### config.mk
export PLATFORM = sky130hd
export DESIGN_NAME = pccc_encoder
export DESIGN_NICKNAME = d
export VERILOG_FILES = /design/src/rtl/pccc_pkg.sv /design/src/rtl/rsc_encoder.sv /design/src/rtl/perm_addr_gen.sv /design/src/rtl/frame_store.sv /design/src/rtl/pccc_encoder.sv
export SDC_FILE = /design/constraint.sdc
export NUM_CORES = 1
export LEC_CHECK = 0
export BUFFER_PORTS_ARGS = -buffer_cell sky130_fd_sc_hd__buf_2
export CELL_PAD_IN_SITES_DETAIL_PLACEMENT = 2
export CELL_PAD_IN_SITES_GLOBAL_PLACEMENT = 2
export CORE_ASPECT_RATIO = 1.4
export CORE_MARGIN = 2
export CORE_UTILIZATION = 42
export CTS_CLUSTER_SIZE = 30
export DETAILED_ROUTE_END_ITERATION = 10
export GPL_TIMING_DRIVEN = 0
export PLACE_DENSITY_LB_ADDON = 0.15
export RECOVER_POWER = 50
export SYNTH_ARGS = -nofsm -noshare
export SYNTH_HDL_FRONTEND = slang
export SYNTH_HIERARCHICAL = 1
export SYNTH_SLANG_ARGS = --single-unit
export TNS_END_PERCENT = 5
### constraint.sdc
create_clock -name clk -period 5.79 [get_ports clk]
set_clock_uncertainty 0.1 [all_clocks]
set_input_delay 0 -clock clk [delete_from_list [all_inputs] [get_ports clk]]
set_output_delay 0 -clock clk [all_outputs]
set_load 0.05 [all_outputs]
### src/rtl/pccc_pkg.sv
package pccc_pkg;

    localparam int MEM_BITS = 3;
    localparam int TAIL_BEATS = MEM_BITS;

    typedef enum logic [1:0] {
        PH_IDLE,
        PH_LOAD,
        PH_DATA,
        PH_TAIL
    } phase_t;

    typedef struct packed {
        logic                in_used;
        logic                parity;
        logic [MEM_BITS-1:0] nxt;
    } rsc_step_t;

    // state bit 0 = d1 (newest), bit 2 = d3 (oldest)
    function automatic rsc_step_t rsc_step(input logic [MEM_BITS-1:0] st,
                                           input logic u,
                                           input logic term);
        rsc_step_t r;
        logic fb;
        logic a;
        fb = st[1] ^ st[2];
        r.in_used = term ? fb : u;
        a = r.in_used ^ fb;
        r.parity = a ^ st[0] ^ st[2];
        r.nxt = {st[1], st[0], a};
        return r;
    endfunction

endpackage

### src/rtl/rsc_encoder.sv
module rsc_encoder
    import pccc_pkg::*;
(
    input  logic                clk,
    input  logic                rst,
    input  logic                clr,
    input  logic                adv,
    input  logic                term,
    input  logic                u,
    output logic                sys_bit,
    output logic                par_bit,
    output logic [MEM_BITS-1:0] state
);
    rsc_step_t step;

    always_comb begin
        step    = rsc_step(state, u, term);
        sys_bit = step.in_used;
        par_bit = step.parity;
    end

    always_ff @(posedge clk) begin
        if (rst || clr) begin
            state <= '0;
        end else if (adv) begin
            state <= step.nxt;
        end
    end
endmodule

### src/rtl/perm_addr_gen.sv
module perm_addr_gen #(
    parameter int LEN = 40,
    parameter int F1  = 3,
    parameter int F2  = 10,
    parameter int W   = $clog2(LEN)
) (
    input  logic         clk,
    input  logic         rst,
    input  logic         clr,
    input  logic         adv,
    output logic [W-1:0] addr
);
    localparam int START_STEP = (F1 + F2) % LEN;
    localparam int STEP_INC   = (2 * F2) % LEN;

    logic [W-1:0] delta;
    logic [W:0]   addr_sum;
    logic [W:0]   delta_sum;

    always_comb begin
        addr_sum  = {1'b0, addr} + {1'b0, delta};
        delta_sum = {1'b0, delta} + (W+1)'(STEP_INC);
        if (addr_sum >= (W+1)'(LEN)) addr_sum = addr_sum - (W+1)'(LEN);
        if (delta_sum >= (W+1)'(LEN)) delta_sum = delta_sum - (W+1)'(LEN);
    end

    always_ff @(posedge clk) begin
        if (rst || clr) begin
            addr  <= '0;
            delta <= W'(START_STEP);
        end else if (adv) begin
            addr  <= addr_sum[W-1:0];
            delta <= delta_sum[W-1:0];
        end
    end
endmodule

### src/rtl/frame_store.sv
module frame_store #(
    parameter int LEN = 40,
    parameter int W   = $clog2(LEN)
) (
    input  logic         clk,
    input  logic         rst,
    input  logic         we,
    input  logic [W-1:0] waddr,
    input  logic         wbit,
    input  logic [W-1:0] raddr_a,
    input  logic [W-1:0] raddr_b,
    output logic         rbit_a,
    output logic         rbit_b
);
    logic [LEN-1:0] bits_q;

    assign rbit_a = bits_q[raddr_a];
    assign rbit_b = bits_q[raddr_b];

    always_ff @(posedge clk) begin
        if (rst) begin
            bits_q <= '0;
        end else if (we) begin
            bits_q[waddr] <= wbit;
        end
    end
endmodule

### src/rtl/pccc_encoder.sv
module pccc_encoder
    import pccc_pkg::*;
#(
    parameter int FRAME_LEN = 40,
    parameter int PERM_F1   = 3,
    parameter int PERM_F2   = 10
) (
    input  logic clk,
    input  logic rst,
    input  logic start,
    input  logic in_valid,
    input  logic in_bit,
    output logic in_ready,
    output logic out_valid,
    input  logic out_ready,
    output logic out_sys,
    output logic out_par1,
    output logic out_par2,
    output logic out_sys2,
    output logic out_tail,
    output logic out_last
);
    localparam int IDX_W  = $clog2(FRAME_LEN);
    localparam int TCNT_W = $clog2(TAIL_BEATS);

    phase_t              phase;
    logic [IDX_W-1:0]    idx;
    logic [TCNT_W-1:0]   tail_cnt;
    logic [IDX_W-1:0]    perm_addr;
    logic                nat_bit;
    logic                perm_bit;
    logic [MEM_BITS-1:0] enc1_state;
    logic [MEM_BITS-1:0] enc2_state;
    logic                fire_in;
    logic                fire_out;
    logic                frame_clr;
    logic                step_adv;
    logic                is_tail;

    assign in_ready  = (phase == PH_LOAD);
    assign out_valid = (phase == PH_DATA) || (phase == PH_TAIL);
    assign is_tail   = (phase == PH_TAIL);
    assign out_tail  = is_tail;
    assign out_last  = is_tail && (tail_cnt == TCNT_W'(TAIL_BEATS - 1));
    assign fire_in   = in_valid && in_ready;
    assign fire_out  = out_valid && out_ready;
    assign frame_clr = (phase == PH_IDLE) && start;
    assign step_adv  = fire_out;

    frame_store #(.LEN(FRAME_LEN), .W(IDX_W)) store_i (
        .clk     (clk),
        .rst     (rst),
        .we      (fire_in),
        .waddr   (idx),
        .wbit    (in_bit),
        .raddr_a (idx),
        .raddr_b (perm_addr),
        .rbit_a  (nat_bit),
        .rbit_b  (perm_bit)
    );

    perm_addr_gen #(.LEN(FRAME_LEN), .F1(PERM_F1), .F2(PERM_F2), .W(IDX_W)) addr_i (
        .clk  (clk),
        .rst  (rst),
        .clr  (frame_clr),
        .adv  (fire_out && !is_tail),
        .addr (perm_addr)
    );

    rsc_encoder enc_nat_i (
        .clk     (clk),
        .rst     (rst),
        .clr     (frame_clr),
        .adv     (step_adv),
        .term    (is_tail),
        .u       (nat_bit),
        .sys_bit (out_sys),
        .par_bit (out_par1),
        .state   (enc1_state)
    );

    rsc_encoder enc_perm_i (
        .clk     (clk),
        .rst     (rst),
        .clr     (frame_clr),
        .adv     (step_adv),
        .term    (is_tail),
        .u       (perm_bit),
        .sys_bit (out_sys2),
        .par_bit (out_par2),
        .state   (enc2_state)
    );

    always_ff @(posedge clk) begin
        if (rst) begin
            phase    <= PH_IDLE;
            idx      <= '0;
            tail_cnt <= '0;
        end else begin
            unique case (phase)
                PH_IDLE: begin
                    if (start) begin
                        phase <= PH_LOAD;
                        idx   <= '0;
                    end
                end
                PH_LOAD: begin
                    if (fire_in) begin
                        if (idx == IDX_W'(FRAME_LEN - 1)) begin
                            phase <= PH_DATA;
                            idx   <= '0;
                        end else begin
                            idx <= idx + 1'b1;
                        end
                    end
                end
                PH_DATA: begin
                    if (fire_out) begin
                        if (idx == IDX_W'(FRAME_LEN - 1)) begin
                            phase    <= PH_TAIL;
                            tail_cnt <= '0;
                        end else begin
                            idx <= idx + 1'b1;
                        end
                    end
                end
                PH_TAIL: begin
                    if (fire_out) begin
                        if (out_last) begin
                            phase <= PH_IDLE;
                        end else begin
                            tail_cnt <= tail_cnt + 1'b1;
                        end
                    end
                end
                default: phase <= PH_IDLE;
            endcase
        end
    end
endmodule

==> impl_metrics.toml <==
[timing]
setup_ws_ns = 2.46
final.setup.tns_ns = 0
timing.slew.headroom_pct = 27.5
setup_viol = 0
worstMarginPinSlew_ns = 1.08
max_freq_mhz = 300
slew_viol_final = 0
rsz0062_at_grt = "no"
post-route-period-util_pct = 57.5
fin_crit_ns = 3.33
hold_viol_final = 0

[critical_path]
cp.required_ns = 5.69
reg2reg_to = "enc_perm_i/state[0]"
rr_startpoint = "addr_i/addr[0]"
critPathKind = "flip-flop to output port"
cp-end-kind = "output port"
reg2reg_slack_ns = 2.89
reg2reg_depth = 8
arrival_ns = 3.23
start_kind = "flip-flop"
crit_fanout = 10

[cells_and_area]
final_layout_size_suffix_gt1_share_pct = 10.2
utilization_pct = 47.9
num-nets-final = 579
area_delta_synth_final_pct = 11.3
layout_common_cells = "nand2_1, dfxtp_1, a21oi_1, nor2_1, o21ai_0"
final_common_cell = "nand2_1"
insertedDiodeCount = 0

[grt]
grt_usage_pct = 26.9
grt_overflow = 0
antenna_found_initial = 0
grt_max_degree = 20
grt_pass1_vias = 4744
grt_pass1_wl_mm = 24.7

[detailed_routing]
ant_nets = 0
drt-initial-drc-count = 138
wl_mm = 14.8
drc = 0
vias = 4226
viasPerCell = 6.05
post_drt_wl_per_cell_um = 21.2
first_pass_iters = 4

[power_and_ir_drop]
ir_worst_vdd_v = 0.000147
swShare_pct = 36.5
intPower_uw = 944
clkPwrFrac_pct = 34.6
total_power_uw = 1490
power_frac_comb_pct = 32.6
power_density_nw_per_um2 = 298
p_leak_uw = 0.00167
p_seq_share_pct = 32.8
switchingPower_uw = 543

[floorplanning]
ios = 14
initial_core_util_pct = 43.1
core_area_um2 = 10400
die_area_um2 = 11500
die_w_um = 91.3
die_h_um = 126
rows = 44

[cts]
htree_levels = 3
cts-root-buf = "clkbuf_16"
cts.path.max_buffers = 2
clock-sinks = 66
cts_tree = "yes"
cts_made_buffers = 9
clk_pin_slew_ns = 0.05
clk_latency_ns = 0.34
postCtsSetupBuffers = 0
cts_resized = 0
postCtsHoldBufs = 2

[worst_hold_path]
holdPathStages = 3
hold_path_class = "primary input to flip-flop"
worstHoldEndpoint = "store_i/bits_q[22]"
worstHoldStart = "in_bit"

[outcome]
status = "complete, no violations"

[place]
place_hpwl_mm = 10.8
place_ws_ns = 2.86
place_congestion = 0.841
portBuffers = 12

[logic_synthesis]
syn_avg_cell_area_um2 = 8.44
ys_warn_count = 6
syn_inst = 531
syn_nets = 554
netlist_area_um2 = 4480

[run]
maxCapViolations = 0
[worst max-delay path by stage]
stage,startpoint,slack (ns),end
global route,idx[2],2.34,out_par1
floorplan,addr_i/addr[0],2.73,out_par2
CTS,addr_i/addr[0],2.47,out_par2
global placement,addr_i/addr[0],2.91,out_par2
finish,addr_i/addr[0],2.46,out_par2
detailed placement,idx[2],2.86,out_par1
[sequential cells by signal, indices dropped and copies added (netlist names)]
register,cells
enc_perm_i/state,3
enc_nat_i/state,3
tail_cnt,2
phase,2
addr_i/delta,4
addr_i/addr,6
idx,6
store_i/bits_q,40
[power by group through the flow]
stage	Clock (µW)	Sequential (µW)	Combinational, µW
after floorplan	0	491	368
after global placement	0	496	459
after detailed placement	0	498	489
after CTS	525	488	495
after global routing	543	491	533
final	515	488	485
[routing by layer]
layer  routed length (µm)  GRT usage [%]  part of all wire [%]  vias up
met5                    0              0                     0        -
met4                  255           8.73                   1.7        0
met3                  246           3.71                   1.7       19
met2                 8250           52.1                    56       40
met1                 6010           29.8                    41     2160
li1                     -              -                     -     2007
[worst max-delay path, stage by stage, from the launching register on]
cell	delay, ns
dfxtp_1	0.49
buf_6	0.24
mux4_1	0.59
mux2i_1	0.25
nor4b_1	0.10
a2111o_1	0.39
nor2b_1	0.15
mux2_4	0.28
xnor2_1	0.12
buf_2	0.27
[stage by stage]
stage / cell area (µm²) / hold WS (ns) / std cells
finish: 4990 / 0.0259 / 698
CTS: 5000 / 0.0190 / 698
detailed placement: 4710 / 0.292 / 681
global placement: 4710 / 0.264 / 681
global route: 4990 / 0.0532 / 698
floorplan: 4480 / -0.0232 / 531
[layout make-up]
type	instances	area, µm²
plain buffers	33	156
clock buffers	12	256
clock inverters	3	15.0
fillers	1167	5420
inverters	12	45.0
multi-input cells	420	2950
flip-flops and latches	66	1320
well taps	138	173
repair buffers	14	75.1
Power figures use the tool's default switching activity.
